==> src/rtl/dseg_pkg.sv <==
// Shared types for the descriptor segmenter.
// Assumes nothing beyond SystemVerilog 2017.
package dseg_pkg;

    // Message-level state of the segmenter.
    typedef enum logic {
        ST_IDLE = 1'b0,
        ST_FILL = 1'b1
    } dseg_state_e;

    // Position flags carried by each descriptor.
    typedef struct packed {
        logic sof;
        logic eof;
        logic ioc;
        logic eot;
    } dseg_flags_t;

endpackage

==> src/rtl/dseg_space.sv <==
// Ring space check: works out the free slots between the write and
// consumer indices and decides whether a message of a given need fits.
// Assumes NEED_W >= IDX_W and one slot always kept empty.
module dseg_space #(
    parameter int IDX_W  = 9,
    parameter int NEED_W = IDX_W + 1
) (
    input  logic [IDX_W-1:0]  wr_idx,
    input  logic [IDX_W-1:0]  cons_idx,
    input  logic [NEED_W-1:0] need,
    output logic [IDX_W-1:0]  avail,
    output logic              fits
);
    localparam logic [IDX_W-1:0] USABLE = '1;

    logic [IDX_W-1:0] used;

    // Occupancy wraps naturally in IDX_W bits; free space excludes the guard slot.
    always_comb begin
        used  = wr_idx - cons_idx;
        avail = USABLE - used;
        fits  = (NEED_W'(avail) >= need);
    end
endmodule

==> src/rtl/dseg_chunker.sv <==
// Entry splitter: holds one scatter entry and hands out one piece per
// cycle, each at most 2^MAX_W bytes, advancing the address by the cap.
// Assumes LEN_W > MAX_W and ADDR_W > MAX_W; load only while not busy.
module dseg_chunker #(
    parameter int ADDR_W = 40,
    parameter int LEN_W  = 24,
    parameter int MAX_W  = 14
) (
    input  logic              clk,
    input  logic              rst_n,
    input  logic              load,
    input  logic [ADDR_W-1:0] ld_addr,
    input  logic [LEN_W-1:0]  ld_len,
    input  logic              ld_last,
    output logic              busy,
    output logic [ADDR_W-1:0] pc_addr,
    output logic [MAX_W:0]    pc_len,
    output logic              pc_final,
    output logic              pc_last
);
    localparam logic [LEN_W-1:0]  CAP_LEN  = LEN_W'(1) << MAX_W;
    localparam logic [ADDR_W-1:0] CAP_STEP = ADDR_W'(1) << MAX_W;
    localparam logic [MAX_W:0]    CAP_PC   = (MAX_W+1)'(1) << MAX_W;

    logic              busy_q;
    logic [ADDR_W-1:0] addr_q;
    logic [LEN_W-1:0]  rem_q;
    logic              last_q;

    // Current piece: the remainder if it fits under the cap, else a full cap.
    always_comb begin
        busy     = busy_q;
        pc_addr  = addr_q;
        pc_final = (rem_q <= CAP_LEN);
        pc_len   = pc_final ? rem_q[MAX_W:0] : CAP_PC;
        pc_last  = last_q;
    end

    // Load a new entry or step to the next piece.
    always_ff @(posedge clk) begin
        if (!rst_n) begin
            busy_q <= 1'b0;
            addr_q <= '0;
            rem_q  <= '0;
            last_q <= 1'b0;
        end else if (load) begin
            busy_q <= 1'b1;
            addr_q <= ld_addr;
            rem_q  <= ld_len;
            last_q <= ld_last;
        end else if (busy_q) begin
            if (pc_final) begin
                busy_q <= 1'b0;
            end else begin
                addr_q <= addr_q + CAP_STEP;
                rem_q  <= rem_q - CAP_LEN;
            end
        end
    end
endmodule

==> src/rtl/dseg_satcnt.sv <==
// Saturating event counter: counts up by one per event and holds at all-ones.
// Assumes one event per cycle at most.
module dseg_satcnt #(
    parameter int W = 8
) (
    input  logic         clk,
    input  logic         rst_n,
    input  logic         inc,
    output logic [W-1:0] cnt
);
    localparam logic [W-1:0] TOP = '1;

    logic [W-1:0] cnt_q;

    assign cnt = cnt_q;

    // Count events until the top value is reached.
    always_ff @(posedge clk) begin
        if (!rst_n) begin
            cnt_q <= '0;
        end else if (inc && (cnt_q != TOP)) begin
            cnt_q <= cnt_q + W'(1);
        end
    end
endmodule

==> src/rtl/dseg_segmenter.sv <==
// Descriptor segmenter top. It admits a message only when the ring has room
// for the declared need, cuts each scatter entry into capped pieces, writes
// one flagged descriptor per cycle and reports the message total at the end.
// Assumes the declared need matches the pieces the entries produce and that
// entries are offered only while ent_ready is high.
module dseg_segmenter
    import dseg_pkg::*;
#(
    parameter int IDX_W  = 9,
    parameter int ADDR_W = 40,
    parameter int LEN_W  = 24,
    parameter int MAX_W  = 14,
    parameter int NEED_W = IDX_W + 1,
    parameter int REJ_W  = 8
) (
    input  logic              clk,
    input  logic              rst_n,
    input  logic [IDX_W-1:0]  cons_idx,
    input  logic              hdr_valid,
    input  logic [NEED_W-1:0] hdr_need,
    output logic              hdr_ready,
    input  logic              ent_valid,
    input  logic [ADDR_W-1:0] ent_addr,
    input  logic [LEN_W-1:0]  ent_len,
    input  logic              ent_last,
    output logic              ent_ready,
    output logic              dsc_we,
    output logic [IDX_W-1:0]  dsc_idx,
    output logic [ADDR_W-1:0] dsc_addr,
    output logic [MAX_W:0]    dsc_len,
    output logic              dsc_sof,
    output logic              dsc_eof,
    output logic              dsc_ioc,
    output logic              dsc_eot,
    output logic              tot_we,
    output logic [IDX_W-1:0]  tot_idx,
    output logic [IDX_W:0]    tot_cnt,
    output logic [IDX_W-1:0]  wr_idx,
    output logic              nospc,
    output logic [REJ_W-1:0]  nospc_cnt
);
    localparam logic [IDX_W-1:0] LAST_SLOT = '1;

    dseg_state_e       state_q;
    logic [IDX_W-1:0]  wr_q;
    logic [IDX_W-1:0]  start_q;
    logic [IDX_W:0]    cnt_q;
    logic              first_q;

    logic [IDX_W-1:0]  avail;
    logic              fits;
    logic              hdr_fire, accept, reject, ent_fire;
    logic              emit, done;
    logic              ck_busy, ck_final, ck_last;
    logic [ADDR_W-1:0] ck_addr;
    logic [MAX_W:0]    ck_len;
    dseg_flags_t       flg;

    dseg_space #(
        .IDX_W  (IDX_W),
        .NEED_W (NEED_W)
    ) u_space (
        .wr_idx   (wr_q),
        .cons_idx (cons_idx),
        .need     (hdr_need),
        .avail    (avail),
        .fits     (fits)
    );

    dseg_chunker #(
        .ADDR_W (ADDR_W),
        .LEN_W  (LEN_W),
        .MAX_W  (MAX_W)
    ) u_chunk (
        .clk      (clk),
        .rst_n    (rst_n),
        .load     (ent_fire),
        .ld_addr  (ent_addr),
        .ld_len   (ent_len),
        .ld_last  (ent_last),
        .busy     (ck_busy),
        .pc_addr  (ck_addr),
        .pc_len   (ck_len),
        .pc_final (ck_final),
        .pc_last  (ck_last)
    );

    dseg_satcnt #(
        .W (REJ_W)
    ) u_rej (
        .clk   (clk),
        .rst_n (rst_n),
        .inc   (reject),
        .cnt   (nospc_cnt)
    );

    // Handshakes and per-cycle events.
    always_comb begin
        hdr_ready = (state_q == ST_IDLE);
        hdr_fire  = hdr_valid && hdr_ready;
        accept    = hdr_fire && fits;
        reject    = hdr_fire && !fits;
        ent_ready = (state_q == ST_FILL) && !ck_busy;
        ent_fire  = ent_valid && ent_ready;
        emit      = ck_busy;
        done      = ck_busy && ck_final && ck_last;
        flg.sof   = first_q;
        flg.eof   = done;
        flg.ioc   = done;
        flg.eot   = (wr_q == LAST_SLOT);
        wr_idx    = wr_q;
    end

    // Message state: open on an admitted header, close on the final piece.
    always_ff @(posedge clk) begin
        if (!rst_n) begin
            state_q <= ST_IDLE;
        end else if (accept) begin
            state_q <= ST_FILL;
        end else if (done) begin
            state_q <= ST_IDLE;
        end
    end

    // Ring write index, message start, first marker and descriptor count.
    always_ff @(posedge clk) begin
        if (!rst_n) begin
            wr_q    <= '0;
            start_q <= '0;
            cnt_q   <= '0;
            first_q <= 1'b0;
        end else begin
            if (accept) begin
                start_q <= wr_q;
                cnt_q   <= '0;
                first_q <= 1'b1;
            end else if (emit) begin
                wr_q    <= wr_q + IDX_W'(1);
                cnt_q   <= cnt_q + (IDX_W+1)'(1);
                first_q <= 1'b0;
            end
        end
    end

    // Registered descriptor, total and refusal outputs.
    always_ff @(posedge clk) begin
        if (!rst_n) begin
            dsc_we   <= 1'b0;
            dsc_idx  <= '0;
            dsc_addr <= '0;
            dsc_len  <= '0;
            dsc_sof  <= 1'b0;
            dsc_eof  <= 1'b0;
            dsc_ioc  <= 1'b0;
            dsc_eot  <= 1'b0;
            tot_we   <= 1'b0;
            tot_idx  <= '0;
            tot_cnt  <= '0;
            nospc    <= 1'b0;
        end else begin
            dsc_we <= emit;
            tot_we <= done;
            nospc  <= reject;
            if (emit) begin
                dsc_idx  <= wr_q;
                dsc_addr <= ck_addr;
                dsc_len  <= ck_len;
                dsc_sof  <= flg.sof;
                dsc_eof  <= flg.eof;
                dsc_ioc  <= flg.ioc;
                dsc_eot  <= flg.eot;
            end
            if (done) begin
                tot_idx <= start_q;
                tot_cnt <= cnt_q + (IDX_W+1)'(1);
            end
        end
    end
endmodule

==> config.mk <==
export PLATFORM = sky130hd
export DESIGN_NAME = dseg_segmenter
export DESIGN_NICKNAME = d
export VERILOG_FILES = /design/src/rtl/dseg_pkg.sv /design/src/rtl/dseg_space.sv /design/src/rtl/dseg_chunker.sv /design/src/rtl/dseg_satcnt.sv /design/src/rtl/dseg_segmenter.sv
export SDC_FILE = /design/constraint.sdc
export NUM_CORES = 1
export LEC_CHECK = 0
export BUFFER_PORTS_ARGS = -buffer_cell sky130_fd_sc_hd__buf_2
export CAP_MARGIN = 20
export CORE_MARGIN = 3
export CORE_UTILIZATION = 35
export CTS_BUF_LIST = sky130_fd_sc_hd__clkbuf_8
export DETAILED_ROUTE_END_ITERATION = 8
export PLACE_DENSITY_LB_ADDON = 0.15
export SLEW_MARGIN = 20
export SYNTH_ARGS = -nofsm -noshare
export SYNTH_HDL_FRONTEND = slang
export SYNTH_SLANG_ARGS = --single-unit
==> constraint.sdc <==
create_clock -name clk -period 5.6 [get_ports clk]
set_clock_uncertainty 0.15 [all_clocks]
set_input_delay 0.56 -clock clk [delete_from_list [all_inputs] [get_ports clk]]
set_output_delay 0.56 -clock clk [all_outputs]
set_load 0.05 [all_outputs]
---- After elaboration in Yosys (flattened, before gate mapping) ----
Index checks and enable logic that the tools add are counted.
storage, ports and cells
  input bits .............................. 88
  flip-flop bits (word level) ............. 193
cells by class
  equal/unequal tests ..................... 3
  bitwise gates (word level) .............. 3
  add/sub/neg operators ................... 7
  muxes and demuxes ....................... 14
  reductions and logical operators ........ 16
  order comparisons ....................... 2
operator list
  cell                                                                                number
  40-bit two-way mux                                                                  3
  24-bit two-way mux                                                                  3
  40-bit by 15-bit adder with 40-bit output, second input constant                    1
  24-bit by 15-bit less-or-equal comparator with 1-bit output, second input constant  1
  24-bit by 15-bit subtractor with 24-bit output, second input constant               1
  15-bit two-way mux                                                                  1
  10-bit by 1-bit adder with 10-bit output, second input constant                     1
  9-bit by 10-bit >= comparator with 1-bit output                                     1
  9-bit by 1-bit adder with 9-bit output, second input constant                       1
  9-bit == test, second input constant                                                1
  9-bit subtractor                                                                    1
  9-bit subtractor, first input constant                                              1
  8-bit by 1-bit adder with 8-bit output, second input constant                       1
  1-bit logical AND                                                                   8
  8-bit != test, second input constant                                                1
  1-bit two-way mux                                                                   7
  2-bit nonzero test                                                                  3
  2-bit AND reduction                                                                 2
  1-bit inverter                                                                      3
  1-bit logical NOT                                                                   2
  2-bit != test, second input constant                                                1
  2-bit OR reduction                                                                  1

---- Logic depth before layout (Yosys ltp) ----
  word-level depth ........................ 6
  mapped depth ............................ 17
  gate-level depth less buffers ........... 15

---- Modules after synthesis ----
From an unflattened synthesis, not the netlist that was laid out.
second synthesis, totals
  cells, all modules ...................... 973
  area total of the unflattened synthesis .. 8790.9 um^2
modules (own cells, without submodules)
  module          cells each  seq. area each (um^2)  area an instance (um^2)  times used
  dseg_segmenter  477         2382.3                 4496.8                   1
  dseg_chunker    364         1321.3                 3276.9                   1
  dseg_space      85          0.0                    613.1                    1
  dseg_satcnt     47          160.2                  404.1                    1

---- Worst setup path after synthesis ----
Ideal clock, no wire load.
  kind .................................... flip-flop to flip-flop
  start ................................... reg wr_q[0] (netlist: wr_idx[0])
  end ..................................... reg u_rej.cnt_q[4] (netlist: u_rej.cnt[4])
  setup time .............................. 72 ps
  path buffers ............................ 1
  cell stages (with the launch flop) ...... 17
  arrival time ............................ 3940 ps
  path slack .............................. 1438 ps
  period minus slack after synthesis ...... 4162 ps
  cells stage by stage .................... dfxtp_1 > inv_1 > ha_1 > fa_1 > a21o_1 > a21oi_1 > o21ai_0 > o41ai_1 > xnor2_1 > ha_1 > nand2b_1 > o22ai_1 > a211o_1 > o22a_1 > clkbuf_1 > nor4_1 > mux2i_1
between the ends
  longest elaborated chain between the ends .. 6
ends and longest elaborated chain
  what                                             line                   source
  from (decl)                                      dseg_segmenter.sv:45   logic [IDX_W-1:0] wr_q;
  from (signal assigned)                           dseg_segmenter.sv:138  wr_q <= wr_q + IDX_W'(1);
  9-bit subtractor                                 dseg_space.sv:20       used = wr_idx - cons_idx;
  9-bit subtractor                                 dseg_space.sv:21       avail = USABLE - used;
  9-bit by 10-bit >= comparator with 1-bit output  dseg_space.sv:22       fits = (NEED_W'(avail) >= need);
  1-bit logical NOT                                dseg_segmenter.sv:102  reject = hdr_fire && !fits;
  1-bit logical AND                                dseg_segmenter.sv:102
  1-bit logical AND                                dseg_satcnt.sv:21      end else if (inc && (cnt_q != TOP)) begin
  to (signal assigned)                             dseg_satcnt.sv:22      cnt_q <= cnt_q + W'(1);
  to (decl)                                        dseg_satcnt.sv:13      logic [W-1:0] cnt_q;
Every way passes these cells.
A chain may end at the register's enable or synchronous reset.

---- Final worst setup path ----
  start ................................... reg wr_q[0] (netlist: wr_idx[0])
  end ..................................... reg cnt_q[7]
between the ends
  longest elaborated chain between the ends .. 5
ends and longest elaborated chain
  what                                             line                   source
  9-bit subtractor                                 dseg_space.sv:20
  9-bit subtractor                                 dseg_space.sv:21
  9-bit by 10-bit >= comparator with 1-bit output  dseg_space.sv:22
  1-bit logical AND                                dseg_segmenter.sv:101  accept = hdr_fire && fits;
  2-bit OR reduction (no line)                     -
  to (signal assigned)                             dseg_segmenter.sv:139  cnt_q <= cnt_q + (IDX_W+1)'(1);
  to (decl)                                        dseg_segmenter.sv:47   logic [IDX_W:0] cnt_q;
Every way passes these cells.

==> metrics.cfg <==
[synthesis]
synth_area_leaders=dfxtp_1, mux2i_1, nand2_1
synthesis.nets=1052
synth_cell_types=57
ys_ff_latch=193
synth_top_family_by_area=simple AND/OR/NAND/NOR gates
ys_warn_count=0
yosys.area.top_type_share=0.464
synth-simple-area-share=0.189
seq_area_frac_synth=0.464
synthAdderAreaFrac=0.0385
synth-compound-area-share=0.126
async_flop_share=0
synth_edf_count=0
synth_top_area_cell=dfxtp_1
syn_area_sq_um=8320
avgSynthCellArea_sq_um=8.86
synth-xor-area-share=0.0537
synth_ff_type=dfxtp_1
netlist_instances=939
muxShareOfSynthArea=0.0842

[final_layout]
area_growth_syn_to_layout_pct=19.1
drive_gt1_frac=0.227
finalNonFillerCells=1429
utilization=0.431
antenna_cells=0
nets=1216

[critical_path]
end_kind=flip-flop
slowest_delay_ns=0.64
cp_data_arrival_time_ns=4.47
critPathKind=reg2reg
slowest_stage=o21ba_2
cp.required_ns=5.80
startpoint=wr_idx[0]
startpoint_type=flip-flop
worstReg2RegStart=wr_idx[0]
critPathMaxFanout=23
path_cells=inv_1 -> ha_1 -> fa_1 -> a21o_1 -> a21oi_1 -> o21ai_0 -> o41ai_1 -> xnor2_1 -> ha_1 -> nand2b_1 -> o22ai_1 -> o21ai_0 -> o21ba_2 -> nand2b_1 -> nor2_1

[routing]
wl_per_cell_microns=15.2
drc=0
drt-initial-drc-count=300
dr.pass1.iters=4
via_per_inst=4.85
dr_total_vias=6929
wl_microns=21800
ant_nets=0

[die]
fp.dieH_microns=160
initial_core_util=0.362
row_count=55
die_x_microns=160
coreArea_sq_um=23000
pin_count=197
dieArea_sq_um=25700

[global_routing]
grt_pass1_wl_microns=35100
antenna_found_initial=3
grt_start_max_net_pins=95
grt_usage=0.167
grt_pass1_vias=6615
grt-ovfl-total=0

[placed_design]
portBuffers=196
dp_cells=1397
gp_congestion=0.821
hpwlAfterDp_microns=15100

[power]
swShare=0.292
p_switching_uw=761
power_frac_seq=0.550
p_int_mw=1.85
p_comb_frac=0.103
clockPowerShare=0.347
irDropWorstVdd_mv=0.142
power_density_nw_per_um2=263
power.leakage_nw=3.96

[cts]
htreeDepth=4
postCtsSetupBuffers=0
tritoncts=done
clk_latency_ns=0.47
clkTransAtPathRegs_ns=0.11
cts_sinks=193
clockRootBuffer=clkbuf_8
clock_path_buffers=2
hold_buffers=0
post_cts_resized=0
cts_buffers=17

[sta]
rsz0062_at_grt=no
setup_viol=0
final_hold_viol_count=0
relSlewSlack=0.328
drv_slew=0
fin_crit_ns=4.26
fin_tns_setup_ns=0
period_share=0.762
max_freq_ghz=0.234
worst_pin_slew_ns=1.01

[worst_hold_path]
hold_path_class=in2reg
hold_start=ent_addr[0]

[run]
maxCapViolations=0

[outcome]
status=complete, no violations

-- flip-flops by register name, indices dropped and copies added (netlist names), 8 cells and up --
signal           count
cnt_q               10
u_rej.cnt            8
dsc_addr            40
tot_cnt             10
u_chunk.rem_q       24
dsc_len             15
tot_idx              9
start_q              9
u_chunk.pc_addr     40
wr_idx               9
dsc_idx              9
-- cells by family (layout without fill, tap and decap cells) --
| logic type | count (synthesis) | in the layout |
|---|---|---|
| buf+inv | 89 | 266 |
| mux | 70 | 70 |
| flops | 193 | 193 |
| simple gates | 343 | 343 |
| xor+xnor | 51 | 51 |
| fa+ha+maj | 25 | 25 |
| compound gates | 168 | 168 |
-- power groups by stage --
stage                     clock network (mW)  registers (mW)  logic, mW
final                                  0.905            1.43      0.269
after global routing                   0.999            1.44      0.300
after CTS                              0.944            1.43      0.273
after detailed placement                   0            1.47      0.271
after global placement                     0            1.47      0.271
after floorplan                            0            1.47      0.178
-- layer usage --
layer,share of wire,vias to the layer above,global-route usage
met2,0.47,119,0.271
met1,0.47,3243,0.222
met5,0.0018,-,0
li1,-,3540,-
met3,0.047,21,0.0433
met4,0.0097,6,0.0438
-- final cells by class --
type	instances	area [sq um]
fillers	2431	13100
multi-input cells	657	4110
flip-flops and latches	193	3870
clock buffers	18	248
repair buffers	204	1040
clock inverters	14	146
well taps	313	392
inverters	30	115
-- synth_stat cells, types with 5 or more instances --
library cell  instances
xnor2_1              36
a21oi_1              72
xor2_1               15
buf_2                10
a211oi_1             22
nor4_1                5
dfxtp_1             193
nor3_1               18
o21ai_0              28
nand2_1             122
inv_1                30
nand3_1              18
mux2i_1              70
ha_1                 24
or3_1                 7
nand4_1               9
and3_1               12
nor2_1              121
a22o_1               14
buf_1                12
clkbuf_1             34
nand2b_1              7
-- placed cells by master, fill, tap and decap left out, drive strengths merged, types with 19 or more instances in the layout --
cell    instances
buf           204
dfxtp         193
nand2         122
nor2          122
a21oi          72
mux2i          70
xnor2          36
inv            36
o21ai          31
ha             24
a211oi         23
nand3          19
-- final timing paths --
| check | end | slack, ns | depth (start not counted) |
|---|---|---|---|
| min reg2reg | tot_cnt[1] | 0.31 | 2 |
| max | cnt_q[7] | 1.34 | 15 |
| max reg2reg | cnt_q[7] | 1.34 | 15 |
| min | u_chunk.pc_addr[0] | 0.16 | 3 |
-- metrics by stage --
stage	setup slack [ns]	instance area, sq um	total power [mW]	hold slack [ns]
after floorplan	1.44	8320	1.65	0.281
after global placement	1.27	9520	1.74	0.292
after detailed placement	1.24	9520	1.74	0.295
after CTS	1.31	9910	2.65	0.126
after global routing	0.936	9910	2.74	0.127
final	1.34	9910	2.61	0.163
-- critical path: cells and delay by family, from the launching register on --
kind                       cells  cell delay, ns
AOI/OAI and AO/OA              7            1.85
xor gates and xnor gates       1            0.12
adders and majority gates      3            0.91
buffers and inverters          1            0.10
DFF                            1            0.46
and+or+nand+nor                3            0.55
Note: power is estimated with default switching activity, not from simulation.
